**src/rtl/inv_seq_pkg.sv**
```systemverilog
package inv_seq_pkg;

  localparam int PACK_W = 5;

  typedef enum logic [1:0] {
    ST_IDLE = 2'd0,
    ST_RUN  = 2'd1,
    ST_DONE = 2'd2
  } seq_state_e;

  function automatic bit ratio_ok(input int r);
    return (r == 0) || (r == 1) || (r == 2) || (r == 4);
  endfunction

  function automatic int num_variants(input int r);
    return (r == 4) ? 4 : ((r == 2) ? 2 : 1);
  endfunction

  function automatic int alias_bits(input int r);
    return (r == 4) ? 2 : ((r == 2) ? 1 : 0);
  endfunction

endpackage

```
**src/rtl/inv_range_align.sv**
```systemverilog
module inv_range_align #(
  parameter int ADDR_W     = 32,
  parameter int SIZE_W     = 16,
  parameter int LINE_SHIFT = 5,
  localparam int CNT_W     = SIZE_W + 2 - LINE_SHIFT
) (
  input  logic [ADDR_W-1:0] addr_i,
  input  logic [SIZE_W-1:0] size_i,
  output logic [ADDR_W-1:0] base_o,
  output logic [CNT_W-1:0]  lines_o,
  output logic              empty_o
);
  localparam int TW = SIZE_W + 2;
  localparam logic [ADDR_W-1:0] LMASK = ADDR_W'((1 << LINE_SHIFT) - 1);

  logic [TW-1:0] total;
  logic          unused_lo;

  assign base_o    = addr_i & ~LMASK;
  // slack folded into the size, then ceiling divide
  assign total     = TW'(size_i) + TW'(addr_i[LINE_SHIFT-1:0]) + TW'((1 << LINE_SHIFT) - 1);
  assign lines_o   = total[TW-1:LINE_SHIFT];
  assign empty_o   = (size_i == '0);
  assign unused_lo = ^total[LINE_SHIFT-1:0];
endmodule

```
**src/rtl/inv_variant_gen.sv**
```systemverilog
module inv_variant_gen
  import inv_seq_pkg::*;
#(
  parameter int ADDR_W     = 32,
  parameter int PAGE_SHIFT = 13,
  parameter int ALIAS_BITS = 2,
  parameter bit PACKED_IDX = 1'b0
) (
  input  logic [ADDR_W-1:0] line_i,
  input  logic [ADDR_W-1:0] vline_i,
  input  logic [PACK_W-1:0] vpack_i,
  input  logic              use_v_i,
  input  logic [1:0]        var_i,
  output logic [ADDR_W-1:0] tag_o,
  output logic [ADDR_W-1:0] index_o
);
  generate
    if (PACKED_IDX) begin : g_packed
      logic unused_vline;
      assign unused_vline = ^vline_i;
      assign index_o = use_v_i ? (line_i | ADDR_W'(vpack_i))
                               : (line_i | ADDR_W'(var_i));
      assign tag_o   = index_o;
    end else begin : g_split
      localparam logic [ADDR_W-1:0] AB_MASK =
        ((ADDR_W'(1) << ALIAS_BITS) - ADDR_W'(1)) << PAGE_SHIFT;
      logic unused_vpack;
      assign unused_vpack = ^vpack_i;
      assign tag_o   = line_i;
      assign index_o = use_v_i ? vline_i
                               : ((line_i & ~AB_MASK) |
                                  ((ADDR_W'(var_i) << PAGE_SHIFT) & AB_MASK));
    end
  endgenerate
endmodule

```
**src/rtl/inv_step_ctrl.sv**
```systemverilog
module inv_step_ctrl
  import inv_seq_pkg::*;
#(
  parameter int ADDR_W     = 32,
  parameter int CNT_W      = 13,
  parameter int LINE_SHIFT = 5,
  parameter int PAGE_SHIFT = 13,
  parameter int NUM_VAR    = 4,
  parameter bit CFG_OK     = 1'b1
) (
  input  logic              clk_i,
  input  logic              rst_ni,
  input  logic              req_valid_i,
  output logic              req_ready_o,
  input  logic [ADDR_W-1:0] base_i,
  input  logic [CNT_W-1:0]  lines_i,
  input  logic              empty_i,
  input  logic              vaddr_valid_i,
  input  logic [ADDR_W-1:0] vaddr_i,
  output logic              cmd_valid_o,
  input  logic              cmd_ready_i,
  output logic              done_o,
  output logic [ADDR_W-1:0] line_o,
  output logic [ADDR_W-1:0] vline_o,
  output logic [PACK_W-1:0] vpack_o,
  output logic              use_v_o,
  output logic [1:0]        var_o
);
  localparam logic [ADDR_W-1:0] LINE_BYTES = ADDR_W'(1) << LINE_SHIFT;
  localparam logic [ADDR_W-1:0] LMASK      = LINE_BYTES - ADDR_W'(1);
  localparam logic [1:0]        LAST_VAR   = 2'(NUM_VAR - 1);

  seq_state_e        state_q;
  logic [ADDR_W-1:0] line_q, vline_q;
  logic [PACK_W-1:0] vpack_q;
  logic              use_v_q;
  logic [1:0]        var_q;
  logic [CNT_W-1:0]  left_q;
  logic              last_var;

  assign last_var = use_v_q || (var_q == LAST_VAR);

  always_ff @(posedge clk_i or negedge rst_ni) begin
    if (!rst_ni) begin
      state_q <= ST_IDLE;
      line_q  <= '0;
      vline_q <= '0;
      vpack_q <= '0;
      use_v_q <= 1'b0;
      var_q   <= '0;
      left_q  <= '0;
    end else begin
      case (state_q)
        ST_IDLE: if (req_valid_i) begin
          line_q  <= base_i;
          vline_q <= vaddr_i & ~LMASK;
          vpack_q <= vaddr_i[PAGE_SHIFT +: PACK_W];
          use_v_q <= vaddr_valid_i;
          var_q   <= '0;
          left_q  <= lines_i;
          state_q <= (empty_i || !CFG_OK) ? ST_DONE : ST_RUN;
        end
        ST_RUN: if (cmd_ready_i) begin
          if (last_var) begin
            var_q   <= '0;
            line_q  <= line_q + LINE_BYTES;
            vline_q <= vline_q + LINE_BYTES;
            left_q  <= left_q - CNT_W'(1);
            if (left_q == CNT_W'(1)) state_q <= ST_DONE;
          end else begin
            var_q <= var_q + 2'd1;
          end
        end
        default: state_q <= ST_IDLE;
      endcase
    end
  end

  assign req_ready_o = (state_q == ST_IDLE);
  assign cmd_valid_o = (state_q == ST_RUN);
  assign done_o      = (state_q == ST_DONE);
  assign line_o      = line_q;
  assign vline_o     = vline_q;
  assign vpack_o     = vpack_q;
  assign use_v_o     = use_v_q;
  assign var_o       = var_q;
endmodule

```
**src/rtl/inv_line_seq.sv**
```systemverilog
module inv_line_seq
  import inv_seq_pkg::*;
#(
  parameter int ADDR_W         = 32,
  parameter int SIZE_W         = 16,
  parameter int LINE_SHIFT     = 5,
  parameter int PAGE_SHIFT     = 13,
  parameter int WAY_PAGE_RATIO = 4,
  parameter bit PACKED_IDX     = 1'b0
) (
  input  logic              clk_i,
  input  logic              rst_ni,
  input  logic              req_valid_i,
  output logic              req_ready_o,
  input  logic [ADDR_W-1:0] req_paddr_i,
  input  logic [SIZE_W-1:0] req_size_i,
  input  logic              req_vaddr_valid_i,
  input  logic [ADDR_W-1:0] req_vaddr_i,
  output logic              cmd_valid_o,
  input  logic              cmd_ready_i,
  output logic [ADDR_W-1:0] cmd_tag_o,
  output logic [ADDR_W-1:0] cmd_index_o,
  output logic              done_o,
  output logic              cfg_err_o
);
  localparam bit CFG_OK  = ratio_ok(WAY_PAGE_RATIO);
  localparam int NUM_VAR = num_variants(WAY_PAGE_RATIO);
  localparam int AB      = alias_bits(WAY_PAGE_RATIO);
  localparam int CNT_W   = SIZE_W + 2 - LINE_SHIFT;

  logic [ADDR_W-1:0] base, line, vline;
  logic [CNT_W-1:0]  lines;
  logic              empty, use_v;
  logic [PACK_W-1:0] vpack;
  logic [1:0]        var_idx;

  assign cfg_err_o = !CFG_OK;

  inv_range_align #(
    .ADDR_W(ADDR_W), .SIZE_W(SIZE_W), .LINE_SHIFT(LINE_SHIFT)
  ) u_align (
    .addr_i(req_paddr_i), .size_i(req_size_i),
    .base_o(base), .lines_o(lines), .empty_o(empty)
  );

  inv_step_ctrl #(
    .ADDR_W(ADDR_W), .CNT_W(CNT_W), .LINE_SHIFT(LINE_SHIFT),
    .PAGE_SHIFT(PAGE_SHIFT), .NUM_VAR(NUM_VAR), .CFG_OK(CFG_OK)
  ) u_ctrl (
    .clk_i(clk_i), .rst_ni(rst_ni),
    .req_valid_i(req_valid_i), .req_ready_o(req_ready_o),
    .base_i(base), .lines_i(lines), .empty_i(empty),
    .vaddr_valid_i(req_vaddr_valid_i), .vaddr_i(req_vaddr_i),
    .cmd_valid_o(cmd_valid_o), .cmd_ready_i(cmd_ready_i), .done_o(done_o),
    .line_o(line), .vline_o(vline), .vpack_o(vpack),
    .use_v_o(use_v), .var_o(var_idx)
  );

  inv_variant_gen #(
    .ADDR_W(ADDR_W), .PAGE_SHIFT(PAGE_SHIFT),
    .ALIAS_BITS(AB), .PACKED_IDX(PACKED_IDX)
  ) u_vgen (
    .line_i(line), .vline_i(vline), .vpack_i(vpack), .use_v_i(use_v),
    .var_i(var_idx), .tag_o(cmd_tag_o), .index_o(cmd_index_o)
  );
endmodule

```
**config.mk**
```make
export PLATFORM = sky130hd
export DESIGN_NAME = inv_line_seq
export DESIGN_NICKNAME = d
export VERILOG_FILES = /design/src/rtl/inv_seq_pkg.sv /design/src/rtl/inv_range_align.sv /design/src/rtl/inv_variant_gen.sv /design/src/rtl/inv_step_ctrl.sv /design/src/rtl/inv_line_seq.sv
export SDC_FILE = /design/constraint.sdc
export NUM_CORES = 1
export LEC_CHECK = 0
export ABC_AREA = 1
export CAP_MARGIN = 20
export CORE_MARGIN = 2
export CORE_UTILIZATION = 54
export CTS_CLUSTER_DIAMETER = 40
export DETAILED_ROUTE_END_ITERATION = 16
export GPL_TIMING_DRIVEN = 0
export PLACE_DENSITY = 0.94
export REMOVE_ABC_BUFFERS = 1
export SYNTH_ARGS = -nofsm -noshare
export SYNTH_HDL_FRONTEND = slang
export SYNTH_SLANG_ARGS = --single-unit
```
**constraint.sdc**
```tcl
create_clock -name clk_i -period 4.4 [get_ports clk_i]
set_clock_uncertainty 0.05 [all_clocks]
set_input_delay 0.88 -clock clk_i [delete_from_list [all_inputs] [get_ports clk_i]]
set_output_delay 0.88 -clock clk_i [all_outputs]
set_load 0.02 [all_outputs]
```
# [Word level (Yosys, flattened, before mapping)]
# Index checks and enable logic that the tools add are counted.
[totals] regBits=82 input_bits=85 elab_cells=52
[classes] add_sub_neg=6 n_eq_ne=8 n_mux=23 bitwise=1 n_reduce_logical=8
[ops] operator="32-bit two-way mux" count=7
[ops] operator="32-bit one-hot mux with 2 select lines" count=2
[ops] operator="32-bit by 6-bit adder with 32-bit output, second input constant" count=2
[ops] operator="13-bit two-way mux" count=3
[ops] operator="32-bit by 15-bit OR with 32-bit output" count=1
[ops] operator="13-bit one-hot mux with 2 select lines" count=1
[ops] operator="18-bit by 5-bit adder with 18-bit output, second input constant" count=1
[ops] operator="16-bit by 5-bit adder with 17-bit output" count=1
[ops] operator="16-bit zero test" count=1
[ops] operator="2-bit two-way mux" count=8
[ops] operator="13-bit by 1-bit equality test with 1-bit output, second input constant" count=1
[ops] operator="13-bit by 1-bit subtractor with 13-bit output, second input constant" count=1
[ops] operator="2-bit one-hot mux with 2 select lines" count=2
[ops] operator="4-bit AND reduction" count=2
[ops] operator="2-bit by 1-bit inequality test with 1-bit output, second input constant" count=3
[ops] operator="2-bit equality test, second input constant" count=2
[ops] operator="3-bit AND reduction" count=1
[ops] operator="2-bit by 1-bit adder with 2-bit output, second input constant" count=1
[ops] operator="2-bit by 1-bit equality test with 1-bit output, second input constant" count=1
[ops] operator="2-bit zero test" count=1
[ops] operator="2-bit inequality test, second input constant" count=1
[ops] operator="2-bit AND reduction" count=1
[ops] operator="2-bit nonzero test" count=1
[ops] operator="1-bit logical OR" count=1

# [Logic depth before layout (Yosys ltp)]
# Gate-level depths: netlist of run 1.
[logic_depth] depth_word=5 depth_mapped=17 ltp_nobuf=17

# [Modules after synthesis]
# Synthesis of run 1 repeated with hierarchy kept, for this count alone.
[hier_totals] hier_cells=1184 hier_area_um2=7253.2
[modules_own_cells] mod="inv_step_ctrl" instances=1 cells_per_inst=892 area_per_inst_um2=5631.7 seq_area_each_um2=2052.0
[modules_own_cells] mod="inv_range_align" instances=1 cells_per_inst=154 area_per_inst_um2=878.3 seq_area_each_um2=0.0
[modules_own_cells] mod="inv_variant_gen" instances=1 cells_per_inst=136 area_per_inst_um2=732.0 seq_area_each_um2=0.0
[modules_own_cells] mod="inv_line_seq" instances=1 cells_per_inst=2 area_per_inst_um2=11.3 seq_area_each_um2=0.0

# [Least setup slack after synthesis of run 1]
# Ideal clock, no wire load.
[synth_timing] path_kind="in2reg" startpoint="input port req_paddr_i[0]" endpoint="register u_ctrl.left_q[6]" setup_time_ps=117 arrival_time_ps=2681 required_time_ps=4233 slack_ps=1552 cell_stages=15 cell_sequence="ha_1 > fa_1 > or2_2 > nor2_1 > nand3_1 > nor2_2 > nor2_8 > nand2_2 > nor2_4 > nand2_1 > nand2_1 > nand3_1 > nand2_1 > nand2_1 > o21ai_2"
[synth_via] elab_chain_cells=4
[synth_lines] element="start, declared" line="inv_line_seq.sv:15" text="input logic [ADDR_W-1:0] req_paddr_i,"
[synth_lines] element="16-bit by 5-bit adder with 17-bit output" line="inv_range_align.sv:21" text="assign total = TW'(size_i) + TW'(addr_i[LINE_SHIFT-1:0]) + TW'((1 << LINE_SHIFT) - 1);"
[synth_lines] element="18-bit by 5-bit adder with 18-bit output" line="inv_range_align.sv:21"
[synth_lines] element="13-bit two-way mux" line="inv_step_ctrl.sv:54" text="ST_IDLE: if (req_valid_i) begin"
[synth_lines] element="13-bit one-hot mux with 2 select lines" line="inv_step_ctrl.sv:53" text="case (state_q)"
[synth_lines] element="end signal, assigned" line="inv_step_ctrl.sv:60" text="left_q <= lines_i;"
[synth_lines] element="end signal, assigned" line="inv_step_ctrl.sv:68" text="left_q <= left_q - CNT_W'(1);"
[synth_lines] element="end, declared" line="inv_step_ctrl.sv:38" text="logic [CNT_W-1:0] left_q;"
# Every way passes these cells. The select of a mux whose other input is x is not followed.
# A chain may end at the register's enable or synchronous reset.

# [Final worst setup path of run 1]
[layout_timing] startpoint="register u_ctrl.state_q[0]" endpoint="register u_ctrl.line_q[9], in the netlist u_ctrl.line_o[9]"
[layout_via] elab_chain_cells=3 word_cells_on_any_way=8 classes_between="4 x eq/ne; 1 x mux; 3 x reduce/logical"
[layout_lines] element="start, declared" line="inv_step_ctrl.sv:33" text="seq_state_e state_q;"
[layout_lines] element="start signal, assigned" line="inv_step_ctrl.sv:61" text="state_q <= (empty_i || !CFG_OK) ? ST_DONE : ST_RUN;"
[layout_lines] element="2-bit by 1-bit equality test with 1-bit output / 2-bit zero test (equally long branches)" line="inv_step_ctrl.sv:53"
[layout_lines] element="2-bit by 1-bit inequality test with 1-bit output (no source line) (tied with other cells)"
[layout_lines] element="4-bit AND reduction (no source line)"
[layout_lines] element="end signal, assigned" line="inv_step_ctrl.sv:55" text="line_q <= base_i;"
[layout_lines] element="end signal, assigned" line="inv_step_ctrl.sv:66" text="line_q <= line_q + LINE_BYTES;"
[layout_lines] element="end, declared" line="inv_step_ctrl.sv:34" text="logic [ADDR_W-1:0] line_q, vline_q;"
# Several ways; a longest one is shown, not always the timed one.

==> metrics, run 1 <==
area growth from synthesis to final layout 28.0%; global route overflow 0; count of buffers from port buffering between 100 and 150; share of power burned in combinational logic approximately 64%; length of the first detailed-routing pass in iterations 6; number of nets in the finished design about 1100; # IOs 153; # setup viols final 0; via count of the first global-routing pass slightly above 6000; initial core utilization 55.2%; Die ar. ~12000 sq um; clock tree buffer depth 2; total negative setup slack 0 ps; clock network latency to the later pin of the worst-skew pair between 300 and 400 ps; share of async-settable or async-resettable flops after synthesis 100%; detailed-placement wirelength estimate approximately 12 mm; layout cells sized above 1 ~8.2%; top-area cell type share of the netlist area between 30 and 40%; worst setup slack before clock tree synthesis -76.1 ps; switching fraction of total power 51.6%; top achievable clock speed about 250 MHz; TritonCTS Buffers 9; sequential area share after synthesis 30.1%; hold-fix buffer count after cts 0; Antenna Diode Count 0; pin count of the biggest net entering global routing a little under 60; clock transition at the registers of the reported paths 80 ps; vias approximately 6500; crit share post-route around nine tenths; startpoint types flop; Horiz. Die Dim 109 microns; total number of placement rows 38; endpoint required time on the critical path 4570 ps; standard cell core area approximately 11000 sq um; count of unique library cells instantiated by Yosys 44; level count of the clock H-tree 3; number of gates resized after cts 1; primary flip-flop cell chosen by synthesis mapping sky130_fd_sc_hd__dfrtp_1; synthesized area per cell between 6 and 7 sq um; most common cell in the synthesized netlist sky130_fd_sc_hd__nand2_1; share of the core filled with cells 70.6%; number of pins exceeding their max-slew limit in the final report 0; largest area contributor in the synthesized netlist sky130_fd_sc_hd__dfrtp_1; RSZ-0062 raised after global routing no; mapped cell area around 6000 sq um; count of yosys warnings during synthesis 0; All-Layer GR Usage 28.9%; top cells by area, synth sky130_fd_sc_hd__dfrtp_1, sky130_fd_sc_hd__nand2_1, sky130_fd_sc_hd__o21ai_0, sky130_fd_sc_hd__inv_1, sky130_fd_sc_hd__nor2_1; DRC viols 0; class of the tightest hold or removal check input pin to asynchronous set/reset pin; Critical R2R Launch u_ctrl.state_q[0]$_DFFE_PN0P_; buffer count from post-CTS setup fixing 0; count of mapped cells out of synthesis 891; relative slew slack about 46%; fill cell total of the finished layout ~850; worst path arrival time 4100 ps; TritonCTS clock tree built; routability congestion estimate 0.907; flops & latches, synth 72; setup slack, reg-to-reg between 400 and 500 ps; endpoint of the lowest-slack register-to-register path u_ctrl.line_o[9]$_DFFE_PN0P_; status completed; routed wire length about 17 mm; largest fanout on the critical path 57; average detailed-routed wire length per instance roughly 14 microns; number of violations of the max-capacitance limit 0; die extent in y roughly 110 microns; clock sink count 72; actual transition at the worst max-transition pin approximately 810 ps; Max VDD drop roughly 0.47 mV; portion of total power attributed to sequential cells between 20% and 30%; worst setup path class flop to flop; cell count of the worst reg-to-reg path 11; leak pwr around 3.4 nW; proportion of power drawn by the clock network 9.5%; post-DR vias/cell approximately 5.6; minimum setup slack in the final design around 470 ps; Cells after DPL 1136; number of DRC markers in iteration 0 between 700 and 800; Power Dens Cells ~750 nW/um^2; master cell of the clock root buffer sky130_fd_sc_hd__clkbuf_8; Min Clock Period, post-route about 3900 ps; number of enable-type register cells in the synthesized netlist 0; crit path capture type flop; switching component of the power 0.00297 W; synth cell count leaders sky130_fd_sc_hd__nand2_1, sky130_fd_sc_hd__inv_1, sky130_fd_sc_hd__o21ai_0; final hold violation count 0; total internal power approximately 0.0028 W; antenna violations before repair 0; global-route wire length before repair about 28 mm; count of non-filler cells in the finished layout about 1200; ANT nets after route 0
-- power groups by stage --
stage	sequential, W	combinational [W]	clock (W)
after floorplan	0.00154	0.00212	0
after global placement	0.00150	0.00341	0
after detailed placement	0.00150	0.00365	0
after CTS	0.00149	0.00368	0.000543
after global routing	0.00156	0.00406	0.000565
final	0.00151	0.00369	0.000543
-- state kept, by name, summed over array words and instances, names as in the netlist --
| register | flops |
|---|---|
| u_ctrl.left_q | 13 |
| u_ctrl.line_o | 27 |
| u_ctrl.state_q | 2 |
| u_ctrl.use_v_o | 1 |
| u_ctrl.var_o | 2 |
| u_ctrl.vline_o | 27 |
-- kinds of logic after synthesis --
logic type                 after synthesis  share of synthesized area (%)
other                                    1                         0.0627
buffers and inverters                  152                           10.5
and+or+nand+nor                        429                           34.1
xor gates and xnor gates                33                           4.83
AOI/OAI and AO/OA                      193                           17.8
DFF                                     72                           30.1
adders and majority gates               11                           2.43
-- worst max path at each step --
stage | end | from | cells after the start
final | u_ctrl.line_o[9]$_DFFE_PN0P_ | u_ctrl.state_q[0]$_DFFE_PN0P_ | 11
after global routing | u_ctrl.vline_o[8]$_DFFE_PN0P_ | u_ctrl.state_q[0]$_DFFE_PN0P_ | 11
after CTS | u_ctrl.line_o[9]$_DFFE_PN0P_ | u_ctrl.state_q[0]$_DFFE_PN0P_ | 11
after detailed placement | u_ctrl.line_o[9]$_DFFE_PN0P_ | u_ctrl.state_q[0]$_DFFE_PN0P_ | 11
after global placement | u_ctrl.left_q[1]$_DFFE_PN0P_ | u_ctrl.state_q[0]$_DFFE_PN0P_ | 11
after floorplan | u_ctrl.left_q[1]$_DFFE_PN0P_ | u_ctrl.state_q[0]$_DFFE_PN0P_ | 11
-- per-stage QoR --
stage                     hold slack (ps)  total power, W  area (sq um)
after floorplan                       403         0.00366          5780
after global placement                419         0.00491          7320
after detailed placement              431         0.00515          7450
after CTS                             374         0.00571          7650
after global routing                  388         0.00618          7650
final                                 374         0.00574          7650
-- cells in the final DEF (no fill, tap or decap), types with 3 or more instances in the layout --
cell type                         synthesis  final
sky130_fd_sc_hd__nor3_2                   5      5
sky130_fd_sc_hd__o21ai_1                  7      7
sky130_fd_sc_hd__clkinv_2                 0      4
sky130_fd_sc_hd__or2_2                    4      4
sky130_fd_sc_hd__a21oi_1                 36     36
sky130_fd_sc_hd__nand2_1                180    180
sky130_fd_sc_hd__buf_16                   0      3
sky130_fd_sc_hd__nand3_1                 61     61
sky130_fd_sc_hd__o32ai_1                  3      3
sky130_fd_sc_hd__clkbuf_8                 0     10
sky130_fd_sc_hd__nor2_2                   8      6
sky130_fd_sc_hd__conb_1                   1     11
sky130_fd_sc_hd__nand3_2                  7      7
sky130_fd_sc_hd__clkdlybuf4s50_1          0    135
sky130_fd_sc_hd__inv_1                   99     99
sky130_fd_sc_hd__inv_2                    7      6
sky130_fd_sc_hd__o211ai_1                 3      3
sky130_fd_sc_hd__nand4_1                 18     18
sky130_fd_sc_hd__nand3b_1                 3      3
sky130_fd_sc_hd__o22ai_1                 27     27
sky130_fd_sc_hd__o21ai_0                 99     99
sky130_fd_sc_hd__nor3_1                  15     15
sky130_fd_sc_hd__nor4_1                   6      6
sky130_fd_sc_hd__xor2_1                  31     31
sky130_fd_sc_hd__nand2_2                 15     15
sky130_fd_sc_hd__dfrtp_1                 72     71
sky130_fd_sc_hd__a22oi_1                 10     10
sky130_fd_sc_hd__nor2_4                   7      9
sky130_fd_sc_hd__nor2_1                  91     91
sky130_fd_sc_hd__ha_1                    10     10
-- critical path, stage by stage, from the launching register on --
cell and delay [ps]:
sky130_fd_sc_hd__dfrtp_2 660, sky130_fd_sc_hd__inv_1 470, sky130_fd_sc_hd__nor2_4 130, sky130_fd_sc_hd__buf_12 210, sky130_fd_sc_hd__inv_4 480, sky130_fd_sc_hd__nor3_2 100, sky130_fd_sc_hd__a21oi_1 140, sky130_fd_sc_hd__o31ai_1 140
sky130_fd_sc_hd__nor2_4 540, sky130_fd_sc_hd__inv_2 460, sky130_fd_sc_hd__o22ai_1 240, sky130_fd_sc_hd__a22oi_1 100
-- layer usage --
layer / wire [microns] / global-route usage (%) / part of all wire (%) / vias to the layer above
li1: - / - / - / 3174
met1: 6760 / 35.7 / 40 / 2971
met2: 8180 / 49.4 / 49 / 278
met3: 1310 / 5.62 / 7.9 / 41
met4: 435 / 11.9 / 2.6 / 0
met5: 0 / 0 / 0 / -
-- cell type report --
cell class	instances	area, sq um	area share (%)
clock buffer	10	138	1.80
clock inverter	6	58.8	0.769
inverter	106	400	5.23
multi-input combinational	677	3590	47.0
sequential	72	1800	23.6
tap	140	175	2.29
timing repair buffer	141	1480	19.4
No activity file was read; power rests on OpenSTA's default activity.
==> inputs of run 2 (changes only) <==
- ABC_AREA: 1 -> not set
- CORE_UTILIZATION: 54 -> 53
- PLACE_DENSITY: 0.94 -> 0.95
==> metrics, run 2 <==
synthesized area per cell 7.77 sq um (+16%); Die ar. 11000 sq um (-7.8%); pin count of the biggest net entering global routing 73 (+26%); overall power of the completed layout 0.00497 W (-13%); CP bufs+invs 2 (-2); number of enable-type register cells in the synthesized netlist 0 (unchanged); Post-Layout Inst Area 7000 sq um (-8.5%); count of buffers from port buffering 136 (unchanged); sequential area share after synthesis 33.4% (+3.3 points); layout cells sized above 1 8.19% (-0.013 points); dominant delay contributor by cell family on the critical path buffers and inverters; routed wire length 17.8 mm (+6.4%); crit share post-route 95.5% (+6.2 points); master cell of the clock root buffer sky130_fd_sc_hd__clkbuf_8; global route overflow 0 (unchanged); standard cell core area 9820 sq um (-9.4%); area growth from synthesis to final layout 29.8%; routability congestion estimate 0.928 (+2.4%); flops & latches, synth 72 (unchanged); count of mapped cells out of synthesis 694 (-22%); clock transition at the registers of the reported paths 90 ps (about the same); final hold violation count 0 (unchanged); share of the core filled with cells 71.3% (+0.71 points); ANT nets after route 0 (unchanged); dominant combinational cell family by area after synthesis compound AO/OA/AOI/OAI gates; worst setup slack before clock tree synthesis 21.4 ps (+97.6 ps); via count of the first global-routing pass 5947 (-3.1%); DRC viols 0 (unchanged); level count of the clock H-tree 3 (unchanged); initial core utilization 54.9% (-0.24 points); share of synthesized cell area in full adder, half adder and majority cells 2.69% (+0.26 points); detailed-placement wirelength estimate 12.7 mm (+2.6%); TritonCTS Buffers 9 (unchanged); die extent in y 105 microns (-4.0%); relative slew slack 34.4% (-12 points); clock sink count 72 (unchanged); count of yosys warnings during synthesis 0 (unchanged); worst path arrival time 3270 ps (-830 ps); global-route wire length before repair 29.2 mm (+5.7%); share of async-settable or async-resettable flops after synthesis 100% (unchanged); Horiz. Die Dim 105 microns (-4.0%); top-area cell type share of the netlist area 33.4% (+3.3 points); RSZ-0062 raised after global routing no; number of pins exceeding their max-slew limit in the final report 0 (unchanged); Min Clock Period, post-route 4200 ps (+272 ps); # setup viols final 0 (unchanged); post-DR vias/cell 6.53 (+16%); length of the first detailed-routing pass in iterations 8 (+2); most common cell in the synthesized netlist sky130_fd_sc_hd__a21oi_1; worst path cell trace nand2b_1, clkinvlp_4, clkdlybuf4s50_1; total negative setup slack 0 ps (unchanged); status completed; crit path capture type output port; leak pwr 2.67 nW (-22%); vias 6135 (-5.1%); commonest cells after routing, fill and taps aside sky130_fd_sc_hd__clkdlybuf4s50_1, sky130_fd_sc_hd__a21oi_1, sky130_fd_sc_hd__dfrtp_1, sky130_fd_sc_hd__o21ai_0, sky130_fd_sc_hd__nand2_1; count of unique library cells instantiated by Yosys 62 (+41%); most frequent standard cell in the layout excluding fill and tap cells sky130_fd_sc_hd__clkdlybuf4s50_1; All-Layer GR Usage 32.5% (+3.6 points); TritonCTS clock tree built; number of violations of the max-capacitance limit 0 (unchanged); largest fanout on the critical path 44 (-23%); endpoint required time on the critical path 3470 ps (-1100 ps); synth cell count leaders sky130_fd_sc_hd__a21oi_1, sky130_fd_sc_hd__dfrtp_1, sky130_fd_sc_hd__o21ai_0; mapped cell area 5390 sq um (-9.8%); number of DRC markers in iteration 0 750 (+6.8%); slowest library cell on the worst path sky130_fd_sc_hd__nand2b_1; minimum setup slack in the final design 197 ps (-272 ps); top achievable clock speed 238 MHz (-6.5%); post-place instance area 6820 sq um (-8.5%); antenna violations before repair 0 (unchanged); clock network latency to the later pin of the worst-skew pair 370 ps (about the same); Antenna Diode Count 0 (unchanged); buffer count from post-CTS setup fixing 0 (unchanged); actual transition at the worst max-transition pin 985 ps (+178 ps); post-synthesis mux area share 4.57% (+4.6 points); largest area contributor in the synthesized netlist sky130_fd_sc_hd__dfrtp_1; Max VDD drop 0.508 mV (+8.5%); primary flip-flop cell chosen by synthesis mapping sky130_fd_sc_hd__dfrtp_1; total number of placement rows 36 (-5.3%); top cells by area, synth sky130_fd_sc_hd__dfrtp_1, sky130_fd_sc_hd__a21oi_1, sky130_fd_sc_hd__o21ai_0, sky130_fd_sc_hd__mux2_2, sky130_fd_sc_hd__o22ai_1; Power Dens Cells 710 nW/um^2 (-5.4%); average detailed-routed wire length per instance 18.9 microns (+30%); startpoint types flop; Compound-Gate Fraction of Synth Area 29.9% (+12 points); # IOs 153 (unchanged); class of the tightest hold or removal check flop to flop; clock tree buffer depth 2 (unchanged); share of the synthesized netlist area taken by xor and xnor gates 2.92% (-1.9 points); largest stage delay on the critical path 830 ps (+170 ps); Post-Synth Simple-Gate Area 20.0% (-14 points); worst setup path class flop to output port; number of nets in the finished design 897 (-19%)
## run 2: layout make-up
class                           count  area (sq um)
Tap cell                          133           166
Sequential cell                    72          1800
Timing Repair Buffer              142          1480
Clock inverter                      6          35.0
Timing Repair inverter              1          5.00
Clock buffer                       10           138
Multi-Input combinational cell    553          3290
Fill cell                         786          2820
Inverter                           22          86.3
## run 2: path summary, 6_finish.rpt
path / end / from / cells after the start / slack, ps
max: cmd_valid_o / u_ctrl.state_q[0]$_DFFE_PN0P_ / 3 / 200
min in group asynchronous: u_ctrl.line_o[22]$_DFFE_PN0P_ / rst_ni / 2 / 460
min reg2reg: u_ctrl.left_q[12]$_DFFE_PN0P_ / u_ctrl.left_q[12]$_DFFE_PN0P_ / 1 / 440
max in group asynchronous: u_ctrl.state_q[0]$_DFFE_PN0P_ / rst_ni / 2 / 3520
min: u_ctrl.left_q[12]$_DFFE_PN0P_ / u_ctrl.left_q[12]$_DFFE_PN0P_ / 1 / 440
max reg2reg: u_ctrl.left_q[10]$_DFFE_PN0P_ / u_ctrl.state_q[0]$_DFFE_PN0P_ / 6 / 960
## run 2: logic make-up (layout without fill, tap and decap cells)
group,after synthesis,in the layout
DFF,72,72
muxes,22,22
AOI/OAI and AO/OA,277,277
other,1,11
xor gates and xnor gates,18,18
and+or+nand+nor,214,214
adders and majority gates,11,11
buffers and inverters,79,181
## run 2: metrics by stage
step,hold WS (ps),instances
after CTS,433,938
after detailed placement,419,922
after global routing,480,939
after floorplan,395,647
final,440,939
after global placement,417,916
## run 2: timing repair
item | in CTS | in global routing
gates resized for setup | 1 | 0
hold buffers | 0 | 0
gates cloned | 0 | 1
endpoints found under the setup margin | 1 | 1
## run 2: where the power goes
group          switching, W  internal (W)  total (W)
Sequential         0.000519      0.000974    0.00149
Combinational       0.00170       0.00129    0.00299
Clock              0.000267      0.000216   0.000483
## run 2: per-layer routing
layer	share of wire, %	global-route usage, %
met5	0	0
met4	4.7	16.5
met3	9.4	6.80
met2	47	53.3
met1	39	40.4
